--- src/rtl/gpio_port_pkg.sv ---
package gpio_port_pkg;
  localparam int REG_W      = 32;
  localparam int FUNC_W     = 4;
  localparam int CFG_LANES  = 4;
  localparam int FUNC_LANES = 8;

  // word addresses
  localparam int A_OUT  = 0;
  localparam int A_OSET = 1;
  localparam int A_OCLR = 2;
  localparam int A_OTGL = 3;
  localparam int A_DIR  = 4;
  localparam int A_DSET = 5;
  localparam int A_DCLR = 6;
  localparam int A_IN   = 7;
  localparam int A_CFG  = 8;
  localparam int A_MUX  = 16;

  // configuration byte bit positions
  localparam int CB_IE = 0;
  localparam int CB_PE = 1;
  localparam int CB_ME = 2;

  typedef enum logic [1:0] {UPD_LOAD, UPD_SET, UPD_CLR, UPD_TGL} upd_e;

  function automatic logic [REG_W-1:0] apply_upd(input logic [REG_W-1:0] cur,
                                                 input logic [REG_W-1:0] wd,
                                                 input upd_e op);
    case (op)
      UPD_SET: return cur | wd;
      UPD_CLR: return cur & ~wd;
      UPD_TGL: return cur ^ wd;
      default: return wd;
    endcase
  endfunction

  function automatic int cfg_word(input int pin);  return A_CFG + pin / CFG_LANES;    endfunction
  function automatic int cfg_lsb(input int pin);   return (pin % CFG_LANES) * 8;      endfunction
  function automatic int func_word(input int pin); return A_MUX + pin / FUNC_LANES;   endfunction
  function automatic int func_lsb(input int pin);  return (pin % FUNC_LANES) * FUNC_W; endfunction
endpackage

--- src/rtl/gpio_port_outdir.sv ---
module gpio_port_outdir
  import gpio_port_pkg::*;
#(
  parameter int NUM_PINS = 32,
  parameter int ADDR_W   = 5
) (
  input  logic                clk,
  input  logic                rst_n,
  input  logic                we,
  input  logic [ADDR_W-1:0]   addr,
  input  logic [REG_W-1:0]    wdata,
  output logic [NUM_PINS-1:0] out_q,
  output logic [NUM_PINS-1:0] dir_q
);
  logic wr_out_any, wr_set, wr_tgl, wr_dir_any;
  upd_e out_op, dir_op;
  logic [REG_W-1:0] out_full, dir_full;

  always_comb begin
    wr_out_any = 1'b0;
    wr_dir_any = 1'b0;
    out_op     = UPD_LOAD;
    dir_op     = UPD_LOAD;
    if (we) begin
      case (addr)
        ADDR_W'(A_OUT):  begin wr_out_any = 1'b1; out_op = UPD_LOAD; end
        ADDR_W'(A_OSET): begin wr_out_any = 1'b1; out_op = UPD_SET;  end
        ADDR_W'(A_OCLR): begin wr_out_any = 1'b1; out_op = UPD_CLR;  end
        ADDR_W'(A_OTGL): begin wr_out_any = 1'b1; out_op = UPD_TGL;  end
        ADDR_W'(A_DIR):  begin wr_dir_any = 1'b1; dir_op = UPD_LOAD; end
        ADDR_W'(A_DSET): begin wr_dir_any = 1'b1; dir_op = UPD_SET;  end
        ADDR_W'(A_DCLR): begin wr_dir_any = 1'b1; dir_op = UPD_CLR;  end
        default: ;
      endcase
    end
  end

  assign wr_set   = wr_out_any && (out_op == UPD_SET);
  assign wr_tgl   = wr_out_any && (out_op == UPD_TGL);
  assign out_full = apply_upd(REG_W'(out_q), wdata, out_op);
  assign dir_full = apply_upd(REG_W'(dir_q), wdata, dir_op);

  always_ff @(posedge clk) begin
    if (!rst_n) begin
      out_q <= '0;
      dir_q <= '0;
    end else begin
      if (wr_out_any) out_q <= out_full[NUM_PINS-1:0];
      if (wr_dir_any) dir_q <= dir_full[NUM_PINS-1:0];
    end
  end


  out_set_chk: assert property (@(posedge clk) disable iff (!rst_n)
    wr_set |=> out_q == ($past(out_q) | $past(wdata[NUM_PINS-1:0])));

  out_tgl_chk: assert property (@(posedge clk) disable iff (!rst_n)
    wr_tgl |=> out_q == ($past(out_q) ^ $past(wdata[NUM_PINS-1:0])));

  dir_stable_chk: assert property (@(posedge clk) disable iff (!rst_n)
    wr_out_any |=> $stable(dir_q));
endmodule

--- src/rtl/gpio_in_sync.sv ---
module gpio_in_sync #(
  parameter int NUM_PINS = 32
) (
  input  logic                clk,
  input  logic                rst_n,
  input  logic [NUM_PINS-1:0] pin_in,
  output logic [NUM_PINS-1:0] sync_q
);
  logic [NUM_PINS-1:0] meta_q;
  logic [1:0]          warm_q;

  always_ff @(posedge clk) begin
    if (!rst_n) begin
      meta_q <= '0;
      sync_q <= '0;
      warm_q <= '0;
    end else begin
      meta_q <= pin_in;
      sync_q <= meta_q;
      warm_q <= {warm_q[0], 1'b1};
    end
  end


  in_latency_chk: assert property (@(posedge clk) disable iff (!rst_n)
    warm_q[1] |-> sync_q == $past(pin_in, 2));
endmodule

--- src/rtl/gpio_pin_cfg.sv ---
module gpio_pin_cfg
  import gpio_port_pkg::*;
#(
  parameter int NUM_PINS = 32,
  parameter int ADDR_W   = 5
) (
  input  logic                       clk,
  input  logic                       rst_n,
  input  logic                       we,
  input  logic [ADDR_W-1:0]          addr,
  input  logic [REG_W-1:0]           wdata,
  output logic [NUM_PINS-1:0]        ie,
  output logic [NUM_PINS-1:0]        pe,
  output logic [NUM_PINS-1:0]        me,
  output logic [NUM_PINS*FUNC_W-1:0] func,
  output logic [REG_W-1:0]           rdata
);
  for (genvar p = 0; p < NUM_PINS; p++) begin : g_pin
    localparam int CW = cfg_word(p);
    localparam int CL = cfg_lsb(p);
    localparam int FW = func_word(p);
    localparam int FL = func_lsb(p);
    logic cfg_wr, func_wr;
    assign cfg_wr  = we && (addr == ADDR_W'(CW));
    assign func_wr = we && (addr == ADDR_W'(FW));

    always_ff @(posedge clk) begin
      if (!rst_n) begin
        ie[p] <= 1'b0;
        pe[p] <= 1'b0;
        me[p] <= 1'b0;
        func[p*FUNC_W +: FUNC_W] <= '0;
      end else begin
        if (cfg_wr) begin
          ie[p] <= wdata[CL + CB_IE];
          pe[p] <= wdata[CL + CB_PE];
          me[p] <= wdata[CL + CB_ME];
        end
        if (func_wr) func[p*FUNC_W +: FUNC_W] <= wdata[FL +: FUNC_W];
      end
    end
  end

  always_comb begin
    rdata = '0;
    for (int p = 0; p < NUM_PINS; p++) begin
      if (addr == ADDR_W'(cfg_word(p))) begin
        rdata[cfg_lsb(p) + CB_IE] = ie[p];
        rdata[cfg_lsb(p) + CB_PE] = pe[p];
        rdata[cfg_lsb(p) + CB_ME] = me[p];
      end
      if (addr == ADDR_W'(func_word(p)))
        rdata[func_lsb(p) +: FUNC_W] = func[p*FUNC_W +: FUNC_W];
    end
  end
endmodule

--- src/rtl/gpio_port.sv ---
module gpio_port
  import gpio_port_pkg::*;
#(
  parameter int NUM_PINS = 32,
  parameter int ADDR_W   = 5
) (
  input  logic                       clk,
  input  logic                       rst_n,
  input  logic                       bus_we,
  input  logic [ADDR_W-1:0]          bus_addr,
  input  logic [31:0]                bus_wdata,
  output logic [31:0]                bus_rdata,
  input  logic [NUM_PINS-1:0]        pin_in,
  output logic [NUM_PINS-1:0]        pad_out,
  output logic [NUM_PINS-1:0]        pad_oe,
  output logic [NUM_PINS-1:0]        pad_ie,
  output logic [NUM_PINS-1:0]        pad_pull_en,
  output logic [NUM_PINS-1:0]        pad_pull_up,
  output logic [NUM_PINS-1:0]        pad_periph_sel,
  output logic [NUM_PINS*FUNC_W-1:0] pad_func
);
  logic [NUM_PINS-1:0] out_q, dir_q, sync_q, ie, pe, me, in_view;
  logic [REG_W-1:0]    cfg_rdata;

  gpio_port_outdir #(.NUM_PINS(NUM_PINS), .ADDR_W(ADDR_W)) u_outdir (
    .clk(clk), .rst_n(rst_n), .we(bus_we), .addr(bus_addr), .wdata(bus_wdata),
    .out_q(out_q), .dir_q(dir_q)
  );

  gpio_in_sync #(.NUM_PINS(NUM_PINS)) u_sync (
    .clk(clk), .rst_n(rst_n), .pin_in(pin_in), .sync_q(sync_q)
  );

  gpio_pin_cfg #(.NUM_PINS(NUM_PINS), .ADDR_W(ADDR_W)) u_cfg (
    .clk(clk), .rst_n(rst_n), .we(bus_we), .addr(bus_addr), .wdata(bus_wdata),
    .ie(ie), .pe(pe), .me(me), .func(pad_func), .rdata(cfg_rdata)
  );

  assign in_view        = sync_q & ie;
  assign pad_ie         = ie;
  assign pad_periph_sel = me;
  assign pad_oe         = dir_q & ~me;
  assign pad_out        = out_q & ~me;
  assign pad_pull_en    = pe & ~dir_q;
  assign pad_pull_up    = pad_pull_en & out_q;

  always_comb begin
    case (bus_addr)
      ADDR_W'(A_OUT), ADDR_W'(A_OSET), ADDR_W'(A_OCLR), ADDR_W'(A_OTGL):
        bus_rdata = REG_W'(out_q);
      ADDR_W'(A_DIR), ADDR_W'(A_DSET), ADDR_W'(A_DCLR):
        bus_rdata = REG_W'(dir_q);
      ADDR_W'(A_IN):
        bus_rdata = REG_W'(in_view);
      default:
        bus_rdata = cfg_rdata;
    endcase
  end


  periph_release_chk: assert property (@(posedge clk) disable iff (!rst_n)
    (pad_periph_sel & (pad_oe | pad_out)) == '0);

  pull_gate_chk: assert property (@(posedge clk) disable iff (!rst_n)
    (pad_pull_en & dir_q) == '0);
endmodule

--- config.mk ---
export PLATFORM = sky130hd
export DESIGN_NAME = gpio_port
export DESIGN_NICKNAME = d
export VERILOG_FILES = /design/src/rtl/gpio_port_pkg.sv /design/src/rtl/gpio_port_outdir.sv /design/src/rtl/gpio_in_sync.sv /design/src/rtl/gpio_pin_cfg.sv /design/src/rtl/gpio_port.sv
export SDC_FILE = /design/constraint.sdc
export NUM_CORES = 1
export LEC_CHECK = 0
export ABC_AREA = 0
export BUFFER_PORTS_ARGS = -buffer_cell sky130_fd_sc_hd__buf_2
export CAP_MARGIN = 15
export CORE_ASPECT_RATIO = 0.75
export CORE_MARGIN = 2
export CORE_UTILIZATION = 35
export DETAILED_ROUTE_END_ITERATION = 10
export GPL_TIMING_DRIVEN = 0
export PLACE_DENSITY = 0.53
export SLEW_MARGIN = 15
export SYNTH_ARGS = -nofsm -noshare
export SYNTH_HDL_FRONTEND = slang
export SYNTH_SLANG_ARGS = --single-unit
export TNS_END_PERCENT = 100
--- constraint.sdc ---
create_clock -name clk -period 2.35 [get_ports clk]
set_input_delay 0.235 -clock clk [delete_from_list [all_inputs] [get_ports clk]]
set_output_delay 0.235 -clock clk [all_outputs]
set_load 0.01 [all_outputs]
# Yosys cells after proc, flatten, opt, wreduce, memory -nomap -nowiden
# Cells that the tools add are included.
[totals]
ff_bits = 352
inputBits = 72
out_inout_bits = 352
elab_cells = 261
[classes]
n_eq_ne = 25
muxes = 75
bitwise = 14
reduce_logical = 15
[ops]
columns = ["operator", "n"]
rows = [
  ["32-bit case mux with 3 select lines", 3],
  ["32-bit bitwise AND", 7],
  ["4-bit 2-to-1 mux", 32],
  ["3-bit 2-to-1 mux", 32],
  ["32-bit NOT", 3],
  ["32-bit OR", 2],
  ["32-bit bitwise XOR", 2],
  ["5-bit by 4-bit equality test with 1-bit output (second input constant)", 8],
  ["5-bit by 3-bit equality test with 1-bit output (second input constant)", 4],
  ["5-bit equality test (second input constant)", 4],
  ["1-bit logical AND", 12],
  ["5-bit by 2-bit equality test with 1-bit output (second input constant)", 2],
  ["2-bit equality test (second input constant)", 4],
  ["2-bit case mux with 3 select lines", 1],
  ["5-bit by 1-bit equality test with 1-bit output (second input constant)", 1],
  ["5-bit zero test", 1],
  ["2-bit by 1-bit equality test with 1-bit output (second input constant)", 2],
  ["1-bit 2-to-1 mux", 4],
  ["2-bit 2-to-1 mux", 2],
  ["2-bit case mux with 2 select lines", 1],
  ["4-bit OR reduction", 1],
  ["3-bit OR reduction", 1],
]

# Logic depth before layout (Yosys ltp)
# Gate-level depths: netlist of the first run.
[depth]
depth_word = 14
depth_mapped = 9

# Hierarchy
# Synthesis of the first run repeated with hierarchy kept, for this count alone.
[unflattened]
hier_cells = 2336
area_unflattened_um2 = 20394.6
[modules_own_cells]
columns = ["module", "n_inst", "cells_per_inst", "area_each_um2", "seq_area_each_um2"]
rows = [
  ["gpio_pin_cfg", 1, 1322, 11000.6, 4484.3],
  ["gpio_port_outdir", 1, 600, 5856.9, 1281.2],
  ["gpio_in_sync", 1, 134, 1791.7, 1281.2],
  ["gpio_port", 1, 280, 1745.4, 0.0],
]

# Least setup slack after synthesis of the first run
# OpenSTA, ideal clock, no wires.
[synth_timing]
path_type = "in2out"
startpoint = "in bus_addr[4]"
endpoint = "out bus_rdata[1]"
arrival_ns = 1.698
path_slack_ns = 0.417
path_stages = 7
path_cell_list = "buf_4 > buf_6 > nor4b_4 > o21ai_0 > a22o_1 > a211o_1 > a21oi_1"
[synth_via]
elab_chain_len = 14
elab_cells_between_ends = 35
cone_classes = "eq/ne: 19; mux: 13; reduce/logical: 3"
[synth_rtl]
columns = ["element", "line", "source"]
rows = [
  ["start, declared", "gpio_port.sv:10", "input logic [ADDR_W-1:0] bus_addr,"],
  ["5-bit by 4-bit equality test with 1-bit output", "gpio_pin_cfg.sv:47", "if (addr == ADDR_W'(cfg_word(p))) begin"],
  ["3-bit 2-to-1 mux", "gpio_pin_cfg.sv:47", ""],
  ["4-bit 2-to-1 mux", "gpio_pin_cfg.sv:52", "if (addr == ADDR_W'(func_word(p)))"],
  ["3-bit 2-to-1 mux (2 in series)", "gpio_pin_cfg.sv:47", ""],
  ["4-bit 2-to-1 mux", "gpio_pin_cfg.sv:52", ""],
  ["3-bit 2-to-1 mux (2 in series)", "gpio_pin_cfg.sv:47", ""],
  ["4-bit 2-to-1 mux", "gpio_pin_cfg.sv:52", ""],
  ["3-bit 2-to-1 mux (2 in series)", "gpio_pin_cfg.sv:47", ""],
  ["4-bit 2-to-1 mux", "gpio_pin_cfg.sv:52", ""],
  ["3-bit 2-to-1 mux", "gpio_pin_cfg.sv:47", ""],
  ["32-bit case mux with 3 select lines *", "gpio_port.sv:48", "case (bus_addr)"],
  ["end, declared", "gpio_port.sv:12", "output logic [31:0] bus_rdata,"],
]
# Every way passes the cells marked *; elsewhere a longest branch is shown, timed or not.

# Final worst setup path of the first run
[layout_timing]
startpoint = "in bus_addr[4]"
endpoint = "out bus_rdata[10]"
# Same word-level chain as after synthesis.

==> results of run 1 <==
flip-flops by register name (all words and copies together), names as in the netlist:
register and cells:
u_cfg.me 32, u_cfg.pe 32, u_cfg.ie 32, u_cfg.func 128, u_sync.sync_q 32, u_outdir.dir_q 32
u_outdir.out_q 32, u_sync.meta_q 32
through the flow:
step | util [%] | TNS (ps) | total power [W] | cell area [sq um] | instances
final | 47.8 | -1800 | 0.0151 | 26700 | 3725
after detailed placement | 40.8 | -97920 | 0.00804 | 22800 | 3529
after floorplan | - | 0 | 0.00717 | 19800 | 2376
after CTS | 46.5 | -2380 | 0.0149 | 26000 | 3685
after global placement | 40.8 | -96450 | 0.00802 | 22800 | 3529
after global routing | 47.8 | -1500 | 0.0154 | 26700 | 3718
worst max-delay path: cells and delay by family:
family	cells	cell delay [ps]
buf+inv	3	370
simple gates	2	690
compound gates	3	1090
routing by layer:
layer  GRT usage, %  part of all wire, %  vias up
li1               -                    -     9307
met1           53.8                   44    10636
met2           54.0                   42     1223
met3           8.96                   11      156
met4           10.3                  2.6        2
met5              0               0.0080        -
power groups by stage:
| stage | Sequential (W) | Combinational [W] | Clock, W |
|---|---|---|---|
| 2_1_floorplan | 0.00627 | 0.000899 | 0 |
| 3_3_place_gp | 0.00632 | 0.00171 | 0 |
| 3_5_place_dp | 0.00632 | 0.00172 | 0 |
| 4_1_cts | 0.00619 | 0.00199 | 0.00676 |
| 5_1_grt | 0.00620 | 0.00221 | 0.00702 |
| 6_report | 0.00619 | 0.00214 | 0.00674 |
worst max path at each step:
stage	start	endpoint	slack [ps]	cells after the start
2_1_floorplan	bus_addr[4]	bus_rdata[1]	420	7
3_3_place_gp	bus_addr[3]	bus_rdata[2]	-1210	9
3_5_place_dp	bus_addr[2]	bus_rdata[3]	-1170	9
4_1_cts	u_outdir.out_q[10]	bus_rdata[10]	-200	5
5_1_grt	u_cfg.me[5]	bus_rdata[10]	-220	6
6_report	bus_addr[4]	bus_rdata[10]	-290	8
layout make-up:
type	count	area, sq um
sequential	352	7090
buffer	184	1240
clock buffer	59	1200
tap	731	915
timing repair buffer	549	3460
antenna	7	17.5
clock inverter	13	184
multi-input combinational	1698	12100
fill	5492	29200
inverter	132	503
Yosys cell counts (all sizes together) (12+ instances only):
cell type	number
dfxtp	352
nor2b	96
inv	131
nand3	47
nand2	423
buf	77
mux4	32
mux2i	24
a221oi	37
nor2	155
a221o	33
nand4	12
a21boi	199
a31oi	32
o21ai	94
a21oi	99
a22oi	51
clkbuf	117
ha	128
and2	109
cells by family (layout without fill, tap and decap cells):
family | after synthesis | in the layout | synth area share, %
fa+ha+maj | 128 | 128 | 8.11
compound gates | 615 | 615 | 22.6
buf+inv | 326 | 937 | 7.16
other cells | 0 | 7 | 0
flops | 352 | 352 | 35.7
mux | 56 | 56 | 4.86
simple gates | 899 | 899 | 21.6
what timing repair did:
| action | 4_1_cts | 5_1_grt |
|---|---|---|
| gates resized for setup | 253 | 117 |
| gates cloned | 4 | 2 |
| setup buffers | 51 | 39 |
| pin swaps | 53 | 65 |
| hold buffers | 34 | 0 |
| endpoints found under the hold margin | 37 | 0 |
| setup endpoints to repair | 81 | 28 |
==> impl_metrics.ini, run 1 <==
[finish]
drive_gt1_share_pct = 29.8
mostFrequentLayoutCells = 438 x buf_2, 416 x nand2_1, 332 x dfxtp_1
syn_to_final_growth_pct = 35.0
nets = 3157
mostFrequentLayoutCell = buf_2

[setup_path]
crit_path_max_incr_delay_ps = 630
crit_top_cell = buf_8
r2r_end = u_outdir.out_q[17]
path_cells = buf_8, buf_8, nand2b_4, nor4_4, a221oi_4, o211ai_1, a211o_1, buf_6
cp.required_ps = 2120
crit_slowest_cell = o211ai_1
startpoint_type = input port
end_kind = primary output
critPathMaxFanout = 9
r2r-start = u_outdir.out_q[17]
cp.arrival_ps = 2400
reg2reg_depth = 5
worst-r2r-setup-slack_ps = 750
path_class = input port to primary output

[synth]
avgSynthCellArea_sq_um = 8.32
syn-cell-area_sq_um = 19800
synth-edff-count = 0
yosysTopAreaCell = dfxtp_1
synth_cell_types = 68
ys_async_sr_fraction_pct = 0
synth_area_leaders = dfxtp_1 36%, ha_1 8.1%, nand2_1 8.0%, a21boi_0 7.1%, mux4_2 3.6%
netlist_instances = 2376
yosysSeqAreaShare_pct = 35.7
ys.flop_type = dfxtp_1
yosys_warnings = 0
syn-num-nets = 2576
synth_seq_cells = 352
netlist.area_leader.share_pct = 35.7

[worst_hold_path]
hold_end = u_cfg.func[47]
min_from = bus_wdata[15]
whs_path_depth = 3
holdCritPathClass = input port to flip-flop

[floorplanning]
core.rowCount = 75
start_util_pct = 35.4
dieArea_sq_um = 58400
core-area_sq_um = 55800
die_y_um = 210
io_pins = 424
die_w_um = 278

[clocking]
cts_root_buf = clkbuf_16
cts-htree-levels = 2
clk_path_buf_depth = 3
clock-sinks = 352
clk_pin_slew_ps = 60
cts_made_buffers = 40
worstSkewPairLatency_ps = 570
cts_tree = built

[route]
vias_per_cell = 5.72
vias = 21324
route.detailed.drc = 0
firstDrtPassIters = 6
wirelength_mm = 112
wire_per_inst_um = 30.2
drt_iter0_drc = 2653
antenna_left = 0

[pwr]
p_leak_nw = 11.5
swShare_pct = 27.8
seq_power_share_pct = 41.1
p_clk_share_pct = 44.7
p_switching_w = 0.00420
pwr-share-comb_pct = 14.2
ir_drop_uv = 480
cell_internal_pwr_w = 0.0109
pwr_density_cell_nw_per_um2 = 565

[sta]
setup_viol = 30
fmaxAchievable_mhz = 379
period_minus_slack_ps = 2640
fin_ws_ps = -288
fin_worst_hold_slack_ps = 23.3
hold_viol = 0
worst_slew_margin_rel_pct = 12.5
tightest_slew_ps = 1310
rsz0062_at_grt = yes
skew_ps = 11.3
drv_slew = 0
post-route-period-util_pct = 112

[placed_design]
hpwlAfterDp_mm = 88.0
port_buffers = 422
gp_congestion = 0.986
pre_cts_ws_ps = -1170

[global_route]
grt_pass1_vias = 19565
grt_start_max_net_pins = 15
grt_pass1_wl_mm = 152
overflow = 0
grt_antenna_before_repair = 9
track_usage_pct = 37.0

[outcome]
violations = setup timing
status = finished with violations

[flow_run]
maxCapViolations = 0
Note: power is estimated with default switching activity, not from simulation.
==> run 2: changes to the inputs <==
Settings changed: CTS_BUF_LIST from default to sky130_fd_sc_hd__clkbuf_4 sky130_fd_sc_hd__clkbuf_8.
==> run 2 against run 1 <==
The flow still finishes with violations (setup timing). Register-to-register slack lost 30 ps. Sequential cell count is the same. Largest cell class unchanged. Non-clock buffer count grew 2. Die area is the same. Cell area shrank 0.59%. Critical path depth shrank 2.
==> impl_metrics.ini, run 2 (synthesis results as in run 1) <==
[outcome]
status = finished with violations
violations = setup timing

[pwr]
ir_drop_uv = 435
finalPower_w = 0.0147
pwr_density_cell_nw_per_um2 = 553
p_leak_nw = 11.4
p_clk_share_pct = 43.5
swShare_pct = 29.1
cell_internal_pwr_w = 0.0104
pwr-share-comb_pct = 14.3
p_switching_w = 0.00427
seq_power_share_pct = 42.2

[setup_path]
reg2reg_depth = 6
startpoint_type = flip-flop
worst-r2r-setup-slack_ps = 720
path_class = flip-flop to primary output
crit_slowest_cell = o211ai_1
cp_top_family = compound AO/OA/AOI/OAI gates
cp.arrival_ps = 2530
path_buf_inv = 1
cp.required_ps = 2120
path_cells = nand3b_1, a21boi_2, a221oi_4, o211ai_1, a211o_1, buf_6
end_kind = primary output
crit_path_max_incr_delay_ps = 650
critPathMaxFanout = 2
path_depth = 6

[placed_design]
hpwlAfterDp_mm = 88.0
gp_congestion = 0.986
port_buffers = 422
placed_area_sq_um = 22800

[route]
wirelength_mm = 112
drt_iter0_drc = 2511
vias_per_cell = 5.73
firstDrtPassIters = 6
route.detailed.drc = 0
antenna_left = 0
wire_per_inst_um = 29.8
vias = 21578

[finish]
nets = 3179
final_core_util_pct = 47.5
mostFrequentLayoutCells = 442 x buf_2, 420 x nand2_1, 310 x dfxtp_1
mostFrequentLayoutCell = buf_2
fill_cells = 5478
multi_input_area_sq_um = 12000
drive_gt1_share_pct = 30.9
largest_register_ffs = 128
largest-register = u_cfg.func
syn_to_final_growth_pct = 34.2
area.sequential_sq_um = 7140
finalInstanceArea_sq_um = 26500

[sta]
fin_ws_ps = -418
post-route-period-util_pct = 118
hold_viol = 0
rsz0062_at_grt = yes
tightest_slew_ps = 1280
skew_ps = 12.9
setup_viol = 20
worst_slew_margin_rel_pct = 14.1
period_minus_slack_ps = 2770
fmaxAchievable_mhz = 361
drv_slew = 0

[global_route]
grt_pass1_wl_mm = 153
overflow = 0
track_usage_pct = 37.1
grt_pass1_vias = 19942
grt_start_max_net_pins = 17
grt_antenna_before_repair = 10

[clocking]
cts_tree = built
worstSkewPairLatency_ps = 690
cts_made_buffers = 60
clk_pin_slew_ps = 60
cts_root_buf = clkbuf_8
clk_path_buf_depth = 3
clock-sinks = 352
cts-htree-levels = 2

[worst_hold_path]
whs_path_depth = 4
holdCritPathClass = input port to flip-flop

[floorplanning]
die_y_um = 210
io_pins = 424
dieArea_sq_um = 58400
start_util_pct = 35.4
core-area_sq_um = 55800
die_w_um = 278
core.rowCount = 75

[flow_run]
maxCapViolations = 0
==> run 2: cell types whose count changed in the layout (fill, tap and decap cells not counted), moves of 5 or more <==
cell,delta
clkbuf_8,+65
buf_6,-11
dlygate4sd3_1,+18
inv_2,+5
clkbuf_4,+8
dfxtp_1,-22
clkbuf_16,-41
buf_12,-8
clkinv_2,+7
dfxtp_2,+13
dfxtp_4,+9
==> run 2: what timing repair did <==
item                       in CTS  in global routing
buffers inserted               51                 20
setup endpoints to repair      72                 26
hold buffers                   52                  0
hold endpoints to repair      115                  0
cloned                          2                  1
pin swaps                      51                 36
gates resized for setup       295                 52
==> run 2: worst min-delay path: stages <==
cell and delay [ps]:
buf_2 110, mux4_2 220, nand2_1 50, a21boi_1 100
==> run 2: stage by stage <==
step | hold slack (ps) | std cells | TNS (ps) | worst slack [ps]
after floorplan | 362 | 2376 | 0 | 417
after global placement | 418 | 3529 | -96450 | -1210
after detailed placement | 417 | 3529 | -97920 | -1170
after CTS | 49.2 | 3736 | -1720 | -314
after global routing | 119 | 3757 | -2230 | -409
final | 81.0 | 3763 | -2560 | -418
==> run 2: final timing paths <==
check | end | from
worst max register to register | u_outdir.out_q[16] | u_outdir.out_q[16]
worst min-delay path | u_outdir.out_q[8] | bus_wdata[8]
worst min register to register | u_sync.sync_q[11] | u_sync.meta_q[11]
worst max-delay path | bus_rdata[10] | u_cfg.me[5]
==> run 2: power by group through the flow <==
stage	sequential [W]	combinational, W	clock (W)
floorplan	0.00627	0.000899	0
global placement	0.00632	0.00171	0
detailed placement	0.00632	0.00172	0
CTS	0.00618	0.00199	0.00643
global route	0.00619	0.00216	0.00670
finish	0.00619	0.00209	0.00639
==> run 2: final cells by class <==
type	instances	share of cell area (%)
well taps	731	3.45
diodes	6	0.0566
plain buffers	186	4.49
repair buffers	549	12.8
clock buffers	88	4.28
flip-flops and latches	352	26.9
inverters	132	1.88
clock inverters	21	0.840
multi-input cells	1698	45.3
==> run 2: per-layer routing <==
metal,share of wire [%],global-route usage (%)
met1,45,53.2
met2,41,53.6
met3,11,10.2
met4,3.1,11.7
met5,0.024,0
